## src/rtl/seg_addr_gen.sv

```systemverilog
module seg_addr_gen #(
    parameter int ADDR_W = 32
) (
    input  logic [ADDR_W-1:0] base,
    input  logic [ADDR_W-1:0] offset,
    output logic [ADDR_W-1:0] linear
);

    always_comb begin
        linear = base + offset;
    end

endmodule

```

## config.mk

```make
export PLATFORM = sky130hd
export DESIGN_NAME = seg_addr_gen
export DESIGN_NICKNAME = d
export VERILOG_FILES = /design/src/rtl/seg_addr_gen.sv
export SDC_FILE = /design/constraint.sdc
export NUM_CORES = 1
export LEC_CHECK = 0
export BUFFER_PORTS_ARGS = -buffer_cell sky130_fd_sc_hd__buf_2
export CELL_PAD_IN_SITES_DETAIL_PLACEMENT = 0
export CELL_PAD_IN_SITES_GLOBAL_PLACEMENT = 2
export CORE_MARGIN = 8
export CORE_UTILIZATION = 22
export DETAILED_ROUTE_END_ITERATION = 7
export GPL_TIMING_DRIVEN = 1
export PLACE_DENSITY_LB_ADDON = 0.08
export SLEW_MARGIN = 20
export SYNTH_ARGS = -nofsm -noshare
export SYNTH_HDL_FRONTEND = slang
export SYNTH_SLANG_ARGS = --single-unit
```

## constraint.sdc

```tcl
create_clock -name vclk -period 2.6
set_input_delay 0.39 -clock vclk [all_inputs]
set_output_delay 0.39 -clock vclk [all_outputs]
set_load 0.02 [all_outputs]
```

# Word level (Yosys, flattened, before mapping)
# Index checks and enable logic that the tools add are counted.
[word_totals] ff_bits=0 wordCells=1 output_inout_bits=32
[classes] add_sub_neg=1
[ops] op="32-bit adder" count=1

# Logic depth before layout (Yosys ltp)
# Gate-level depths: netlist (run 1).
[logic_depth] ltp_word=1 ltp_mapped=9

# Least setup slack after synthesis (run 1)
# Ideal clock, no wire load.
[synth_timing] path_type="in2out" start="input offset[0]" end="output linear[26]" path_stages=9 arrival_ns=2.455 setup_slack_ns=-0.245 path_cell_list="ha_1 -> fa_1 -> a21o_1 -> a31o_2 -> nand3_1 -> o221ai_1 -> a311oi_1 -> o21bai_1 -> xor2_1"
[synth_via] elab_chain_len=1
[synth_lines] element="start: declaration" line="5" text="input logic [ADDR_W-1:0] offset,"
[synth_lines] element="32-bit adder" line="10" text="linear = base + offset;"
[synth_lines] element="end: declaration" line="6" text="output logic [ADDR_W-1:0] linear"
# Every way passes these cells.

# Worst setup path after layout (run 1)
[layout_timing] start="input offset[10]" end="output linear[31]"
# Same word-level chain as after synthesis.

==> reports/results.txt, run 1 <==
Sequential cell count: 0
CP endpoint kind: primary output
Starting Density: 22.7%
Worst-path maximum fanout: 4
Total number of vias: 2428
Max stage delay cell, worst path: or3_4
Final Hold Viols: 0
Delay-heaviest family, CP: compound AO/OA/AOI/OAI gates
Worst-Margin Slew: 0.320 ns
Final setup viols: 11
Cell Chain, Critical Path: buf_6 -> ha_4 -> and3_4 -> o211ai_1 -> o21bai_4 -> a22oi_4 -> a311oi_4 -> o311a_1 -> or3_4 -> buf_6
WL met1: 3.35 mm
I/O pin cnt: 96
Fin. max-slew vios: 0
DRC: 0
Syn_area_per_cell: 7.24 um2
Final ANT Viol Nets: 0
Worst setup SP type: input port
First-pass GRT wire length: 11.9 mm
Final wirelength: 6.93 mm
Data arrival, critical path: 2.43 ns
Clock buffer count: 0
Critical path class: in -> out
Placed Cells: 510
Mux cell area share after synthesis: 1.15%
Post-layout nets: 517
Port Buffer Count: 96
Pwr dens: 316 mW/mm2
Initial DRT Pass Iterations: 4
Lkg Pwr: 0.00179 uW
Critical path required time: 2.21 ns
Routability cong.: 0.744
Ant. Diodes: 0
Initial antenna violation count: 0
Xor/xnor share of the synthesized area: 14.1%
Crit path largest cell delay: 0.38 ns
Wire length per cell: 13.3 um
Synthesized Nets: 337
Pin count of the biggest net entering global routing: 10
Crit path buf inv count: 2
Status: finished, violations left
Ys Warns: 0
Die Span Y: 105 um
Adder-cell area share of the yosys netlist: 23.4%
Compound-gate portion of the synthesized area: 39.3%
Mapped Area: 0.00174 mm2
Worst VDD drop: 0.147 mV
Initial DRC count: 30
# Max-Cap Violations: 0
Storage element area: 0 um2
Number of core rows: 32
Die extent in x: 105 um
Crit share post-route: 108%
Worst setup margin: -0.216 ns
Register area share after synthesis: 0%
Failing checks: setup timing
Via density: 4.66
Max-slew headroom: 78.6%
Area Growth Syn to Fin: 114%
RSZ-0062 raised after global routing: yes
CORE AREA: 0.00769 mm2
Worst path most repeated cell: buf_6
Vias in the first global route: 2676
Max Used Layer: met4
Total grt overflow: 0
Fmax: 355 MHz
HPWL Detailed: 6.08 mm
Met3 Wirelength: 334 um
Hold buffer count at cts: 0
Non-filler cells, final: 521
Share of layout cells above drive strength 1: 64.4%
Synth Area in Simple Gates: 18.3%
Yosys cell types: 50
Die area: 0.0110 mm2
Tmin final: 2.82 ns
HP Class: in -> out
Gr usage total: 12.1%
Minimum hold slack: 1.11 ns
Syn Inst Count: 241
Largest family of logic cells by synthesized area: compound AO/OA/AOI/OAI gates
Commonest non-fill, non-tap cell in the layout: buf_4
Routed wl met2: 3.23 mm
Most frequent cells in the layout: 103 x buf_4, 62 x buf_2, 24 x buf_6
[cells in the mapped netlist (all sizes together) (2+ instances only)]
cell type / n / share of area, %
a211oi: 3 / 1.3
a21o: 19 / 8.2
a21oi: 29 / 8.3
a311oi: 3 / 2.5
a31oi: 3 / 1.1
buf: 3 / 0.79
clkbuf: 8 / 1.7
ha: 31 / 22
inv: 6 / 1.3
mux2i: 2 / 1.1
nand2: 18 / 3.9
nand2b: 2 / 0.72
nand3: 10 / 2.9
nand4: 8 / 2.9
nor2: 12 / 2.6
nor3: 4 / 1.1
o211ai: 3 / 1.3
o21a: 2 / 0.86
o21ai: 15 / 4.5
o21bai: 5 / 2.8
o221ai: 2 / 1.0
o311ai: 2 / 1.0
or2: 3 / 1.1
xnor2: 13 / 6.5
xor2: 15 / 7.5
[routing by layer]
layer  global-route usage, %  vias up
met5                       0        -
met4                   0.306        0
met3                    1.84        2
met2                    21.6       58
met1                    15.7     1093
li1                        -     1275
[through the flow]
step / util, % / power, uW / TNS [ns] / setup WS [ns] / cell area (um2)
2_1_floorplan: - / 570 / -0.0204 / -0.0204 / 1920
3_3_place_gp: 40.3 / 973 / -3.62 / -0.384 / 3100
3_5_place_dp: 40.3 / 976 / -3.87 / -0.366 / 3100
4_1_cts: 46.2 / 1130 / -1.18 / -0.233 / 3550
5_1_grt: 48.5 / 1290 / -2.82 / -0.309 / 3730
6_report: 48.5 / 1180 / -0.903 / -0.216 / 3730
[final cells by class]
type               instances  area (um2)
fillers                  827        3960
multi-input cells        224        2220
repair buffers           189        1350
well taps                102         128
inverters                  6        22.5
[path summary, 6_finish.rpt]
check | cells past startpoint | end | slack (ns) | from
worst max-delay path | 10 | linear[31] | -0.22 | offset[10]
worst min-delay path | 3 | linear[0] | 1.11 | offset[0]
[logic make-up after synthesis]
family / count (synthesis)
compound gates: 97
xor+xnor: 28
fa+ha+maj: 32
buf+inv: 17
mux: 2
simple gates: 65
[what timing repair did]
action | CTS | global route
setup buffers | 7 | 5
endpoints found under the setup margin | 19 | 21
gates resized for setup | 81 | 33
pin swaps | 43 | 29
[worst min-delay path: stages]
cell   delay [ns]
buf_6        0.07
ha_4         0.11
buf_2        0.15
[where the power goes]
part | internal, uW | switching [uW]
sequential | 0 | 0
clock | 0 | 0
combinational | 597 | 579
Note: power is estimated with default switching activity, not from simulation.
==> run 2: changes to the inputs <==
--- a/config.mk
+++ b/config.mk
@@ -13,6 +13,7 @@
 export DETAILED_ROUTE_END_ITERATION = 7
 export GPL_TIMING_DRIVEN = 1
 export PLACE_DENSITY_LB_ADDON = 0.08
+export SETUP_SLACK_MARGIN = 0.1
 export SLEW_MARGIN = 20
 export SYNTH_ARGS = -nofsm -noshare
 export SYNTH_HDL_FRONTEND = slang
==> constraint.sdc (replaced) <==
create_clock -name vclk -period 2.55
set_input_delay 0.3825 -clock vclk [all_inputs]
set_output_delay 0.3825 -clock vclk [all_outputs]
set_load 0.02 [all_outputs]
==> reports/results.txt, run 2 (synthesized netlist as in run 1, its figures left out) <==
Status: finished, violations left (unchanged)
Failing checks: setup timing (unchanged)
Pwr dens: 325 mW/mm2 (was 316 mW/mm2)
Initial antenna violation count: 0 (unchanged)
CP endpoint kind: primary output (unchanged)
Worst-Margin Slew: 0.310 ns (was 0.320 ns)
Switching Fraction: 48.7% (was 49.2%)
Total number of vias: 2455 (was 2428)
RSZ-0062 raised after global routing: yes (unchanged)
Number of fill cells: 807 (was 827)
Final setup viols: 17 (was 11)
Crit share post-route: 109%
First-pass GRT wire length: 12.3 mm (was 11.9 mm)
Worst-path maximum fanout: 3 (was 4)
Area Growth Syn to Fin: 118% (was 114%)
Number of core rows: 32 (unchanged)
Clock power frac: 0% (about the same)
Critical path required time: 2.17 ns (was 2.21 ns)
CP endpoint: linear[31] (unchanged)
Pint: 633 uW (was 597 uW)
Max stage delay cell, worst path: or3_4 (unchanged)
Comb power frac: 100.0% (about the same)
Share of layout cells above drive strength 1: 64.0% (was 64.4%)
Storage element area: 0 um2 (unchanged)
Fmax: 359 MHz
Vias in the first global route: 2723 (was 2676)
Critical path depth: 10 (unchanged)
HPWL Detailed: 6.07 mm (was 6.08 mm)
Fin. max-slew vios: 0 (unchanged)
Critical path class: in -> out (unchanged)
Clock buffer count: 0 (unchanged)
DRC: 0 (unchanged)
Crit path buf inv count: 2 (unchanged)
Placed cell area: 0.00316 mm2 (was 0.00310 mm2)
Worst setup margin: -0.236 ns (was -0.216 ns)
Routability cong.: 0.776 (was 0.744)
HP Class: in -> out (unchanged)
CORE AREA: 0.00769 mm2 (unchanged)
Hold Crit Start: base[0] (was offset[0])
Die Span Y: 105 um (unchanged)
Ant. Diodes: 0 (unchanged)
Die extent in x: 105 um (unchanged)
Starting Density: 22.7% (unchanged)
Initial DRC count: 47 (was 30)
Crit path largest cell delay: 0.36 ns (was 0.38 ns)
Commonest non-fill, non-tap cell in the layout: buf_4 (unchanged)
Cell Chain, Critical Path: buf_6 -> ha_4 -> and3_4 -> o211ai_1 -> o21bai_4 -> a22oi_4 -> a311oi_4 -> o311a_1 -> or3_4 -> buf_6 (unchanged)
Total Power: 1230 uW (was 1180 uW)
Sequential group share of total power: 0% (about the same)
Max-slew headroom: 79.1% (was 78.6%)
Post-layout nets: 520 (was 517)
Worst path most repeated cell: buf_6 (unchanged)
Hold buffer count at cts: 0 (unchanged)
Final ANT Viol Nets: 0 (unchanged)
Final Hold Viols: 0 (unchanged)
Port Buffer Count: 96 (unchanged)
Final wirelength: 7.12 mm (was 6.93 mm)
Delay-heaviest family, CP: compound AO/OA/AOI/OAI gates (unchanged)
Tmin final: 2.79 ns
Setup Total Neg Slack: -2.00 ns (was -0.903 ns)
Final Cell Area: 0.00380 mm2 (was 0.00373 mm2)
Wire length per cell: 13.6 um (was 13.3 um)
Most frequent cells in the layout: 101 x buf_4, 58 x buf_2, 31 x buf_6 (was 103 x buf_4, 62 x buf_2, 24 x buf_6)
Gr usage total: 12.6% (was 12.1%)
Worst setup SP type: input port (unchanged)
Worst VDD drop: 0.184 mV (was 0.147 mV)
Setup crit start: offset[10] (unchanged)
Initial DRT Pass Iterations: 4 (unchanged)
Pin count of the biggest net entering global routing: 10 (unchanged)
Pre-CTS setup slack: -0.341 ns (was -0.366 ns)
Via density: 4.69 (was 4.66)
Sequential cell count: 0 (unchanged)
Die area: 0.0110 mm2 (unchanged)
Total grt overflow: 0 (unchanged)
I/O pin cnt: 96 (unchanged)
Switching pwr: 602 uW (was 579 uW)
# Max-Cap Violations: 0 (unchanged)
Lkg Pwr: 0.00180 uW (was 0.00179 uW)
Data arrival, critical path: 2.40 ns (was 2.43 ns)
run 2: cell types whose count changed in the layout (fill, tap and decap cells not counted), sizes merged:
| cell | previous run | this run |
|---|---|---|
| buf | 189 | 192 |
run 2: per-layer routing:
layer	GRT usage, %	wire [um]
met5	0	0
met1	16.6	3430
met4	0.306	19
met2	21.9	3300
met3	2.09	371
run 2: layout make-up:
class | instances | area [um2] | share of cell area, %
multi-input combinational | 224 | 2220 | 58.5
timing repair buffer | 192 | 1430 | 37.6
tap | 102 | 128 | 3.36
inverter | 6 | 22.5 | 0.593
run 2: worst min-delay path by stage:
stage	to	slack (ns)	cells after the start
6_report	linear[0]	1.09	3
5_1_grt	linear[0]	1.10	3
4_1_cts	linear[0]	1.10	3
3_5_place_dp	linear[0]	1.13	3
3_3_place_gp	linear[0]	1.12	3
2_1_floorplan	linear[0]	0.90	1
run 2: repair_timing:
item | in CTS | in global routing
setup endpoints to repair | 21 | 24
pin swaps | 58 | 26
resized for setup | 94 | 21
buffers inserted | 12 | 4
run 2: through the flow:
stage	std cells	util, %	hold slack [ns]
4_1_cts	522	47.8	1.10
3_5_place_dp	510	41.0	1.13
6_report	524	49.4	1.09
5_1_grt	524	49.4	1.10
2_1_floorplan	241	-	0.900
3_3_place_gp	510	41.0	1.12
run 2: power groups by stage:
stage	Sequential [uW]	Clock (uW)	Combinational [uW]
after floorplan	0	0	602
after global placement	0	0	1010
after detailed placement	0	0	1010
after CTS	0	0	1210
after global routing	0	0	1340
final	0	0	1230
==> run 3: changes to the inputs <==
--- a/config.mk
+++ b/config.mk
@@ -6,7 +6,7 @@
 export NUM_CORES = 1
 export LEC_CHECK = 0
 export BUFFER_PORTS_ARGS = -buffer_cell sky130_fd_sc_hd__buf_2
-export CELL_PAD_IN_SITES_DETAIL_PLACEMENT = 0
+export CELL_PAD_IN_SITES_DETAIL_PLACEMENT = 1
 export CELL_PAD_IN_SITES_GLOBAL_PLACEMENT = 2
 export CORE_MARGIN = 8
 export CORE_UTILIZATION = 22
@@ -18,3 +18,4 @@
 export SYNTH_ARGS = -nofsm -noshare
 export SYNTH_HDL_FRONTEND = slang
 export SYNTH_SLANG_ARGS = --single-unit
+export TNS_END_PERCENT = 1
==> constraint.sdc (replaced) <==
create_clock -name vclk -period 2.55
set_input_delay 0.1275 -clock vclk [all_inputs]
set_output_delay 0.1275 -clock vclk [all_outputs]
set_load 0.02 [all_outputs]
==> reports/results.txt, run 3 (synthesized netlist as in run 1, its figures left out) <==
Total grt overflow: 0 (unchanged)
Met1 Track Usage GR: 15.0% (was 16.6%)
GR Util met3: 2.15% (was 2.09%)
Wire length per cell: 14.7 um (was 13.6 um)
Placed cell area: 0.00247 mm2 (was 0.00316 mm2)
Die Span Y: 105 um (unchanged)
Port Buffer Count: 96 (unchanged)
Total number of vias: 2175 (was 2455)
Minimum hold slack: 0.619 ns (was 1.09 ns)
Via density: 4.81 (was 4.69)
Final wirelength: 6.64 mm (was 7.12 mm)
Vias in the first global route: 2365 (was 2723)
Post-layout nets: 448 (was 520)
Pwr dens: 335 mW/mm2 (was 325 mW/mm2)
Worst VDD drop: 0.123 mV (was 0.184 mV)
Delay-heaviest family, CP: compound AO/OA/AOI/OAI gates (unchanged)
Final core occ: 33.9% (was 49.4%)
Final Cell Area: 0.00260 mm2 (was 0.00380 mm2)
Storage element area: 0 um2 (unchanged)
Crit share post-route: 95.2% (was 109%)
Max stage delay cell, worst path: ha_2 (was or3_4)
Area Growth Syn to Fin: 49.3% (was 118%)
Switching Fraction: 57.7% (was 48.7%)
Tmin final: 2.43 ns (was 2.79 ns)
Clock power frac: 0% (about the same)
CORE AREA: 0.00769 mm2 (unchanged)
Routability cong.: 0.702 (was 0.776)
Sequential cell count: 0 (unchanged)
Worst path most repeated cell: buf_2 (was buf_6)
I/O pin cnt: 96 (unchanged)
Switching pwr: 503 uW (was 602 uW)
RSZ-0062 raised after global routing: yes (unchanged)
GRT busiest layer: met2 (unchanged)
Pin count of the biggest net entering global routing: 10 (unchanged)
GR Util met2: 19.4% (was 21.9%)
Final Hold Viols: 0 (unchanged)
First-pass GRT wire length: 11.0 mm (was 12.3 mm)
Crit path buf inv count: 2 (unchanged)
Final setup viols: 0 (was 17)
Lkg Pwr: 0.00130 uW (was 0.00180 uW)
Hold buffer count at cts: 0 (unchanged)
Data arrival, critical path: 2.30 ns (was 2.40 ns)
HPWL Detailed: 5.91 mm (was 6.07 mm)
Critical path class: in -> out (unchanged)
Max-slew headroom: 66.2% (was 79.1%)
Crit path largest cell delay: 0.36 ns (about the same)
# Max-Cap Violations: 0 (unchanged)
Pint: 369 uW (was 633 uW)
Die extent in x: 105 um (unchanged)
Critical path required time: 2.42 ns (was 2.17 ns)
Pre-CTS setup slack: 0.00281 ns (was -0.341 ns)
Ant. Diodes: 0 (unchanged)
Fmax: 412 MHz (was 359 MHz)
Worst setup SP type: input port (unchanged)
Clock buffer count: 0 (unchanged)
Commonest non-fill, non-tap cell in the layout: buf_2 (was buf_4)
Setup Total Neg Slack: 0 ns (was -2.00 ns)
Initial antenna violation count: 0 (unchanged)
HP Class: in -> out (unchanged)
Die area: 0.0110 mm2 (unchanged)
Status: finished clean (was finished, violations left)
Starting Density: 22.7% (unchanged)
Sequential group share of total power: 0% (about the same)
Share of layout cells above drive strength 1: 43.1% (was 64.0%)
Gr usage total: 11.3% (was 12.6%)
Number of fill cells: 996 (was 807)
Cell Chain, Critical Path: buf_2 -> ha_2 -> and3_4 -> o211ai_1 -> o21bai_4 -> a22oi_4 -> a311oi_4 -> o311a_1 -> or3_1 -> buf_2 (was buf_6 -> ha_4 -> and3_4 -> o211ai_1 -> o21bai_4 -> a22oi_4 -> a311oi_4 -> o311a_1 -> or3_4 -> buf_6)
Initial DRC count: 28 (was 47)
Number of core rows: 32 (unchanged)
DRC: 0 (unchanged)
Worst-path maximum fanout: 5 (was 3)
Most frequent cells in the layout: 94 x buf_2, 27 x ha_1, 26 x buf_4 (was 101 x buf_4, 58 x buf_2, 31 x buf_6)
Worst setup margin: 0.122 ns (was -0.236 ns)
CP endpoint kind: primary output (unchanged)
Final ANT Viol Nets: 0 (unchanged)
Fin. max-slew vios: 0 (unchanged)
Comb power frac: 100.0% (about the same)
Worst-Margin Slew: 0.504 ns (was 0.310 ns)
Initial DRT Pass Iterations: 4 (unchanged)
run 3: changes by cell type in the layout (fill, tap and decap cells not counted), sizes merged:
| cell | change |
|---|---|
| buf | -72 |
run 3: tightest hold or removal path, cell delays in order:
cell and delay, ns:
buf_2 0.08, ha_2 0.13, buf_2 0.15
run 3: final timing paths:
kind	depth (start not counted)	to	startpoint
min	3	linear[0]	base[0]
max	10	linear[31]	base[8]
run 3: final cells by class:
class / count / area (um2) / share of cell area, %
multi-input cells: 224 / 1790 / 68.7
well taps: 102 / 128 / 4.90
repair buffers: 120 / 666 / 25.6
inverters: 6 / 22.5 / 0.865
run 3: repair_timing:
item | 4_1_cts | 5_1_grt
setup endpoints to repair | 6 | 12
pin swaps | 3 | 11
resized for setup | 1 | 25
setup buffers | 1 | 1
run 3: layer usage:
metal | vias to the layer above | routed length [um]
met5 | - | 0
met4 | 0 | 0
met3 | 0 | 347
met2 | 53 | 3080
met1 | 981 | 3210
li1 | 1141 | -
run 3: metrics by stage:
| stage | std cells | power [uW] |
|---|---|---|
| after floorplan | 241 | 540 |
| after global placement | 450 | 841 |
| after detailed placement | 450 | 841 |
| after CTS | 451 | 850 |
| after global routing | 452 | 965 |
| final | 452 | 872 |
run 3: power by group through the flow:
stage               sequential [uW]  combinational, uW  clock [uW]
floorplan                         0                540           0
global placement                  0                841           0
detailed placement                0                841           0
CTS                               0                850           0
global route                      0                965           0
finish                            0                872           0
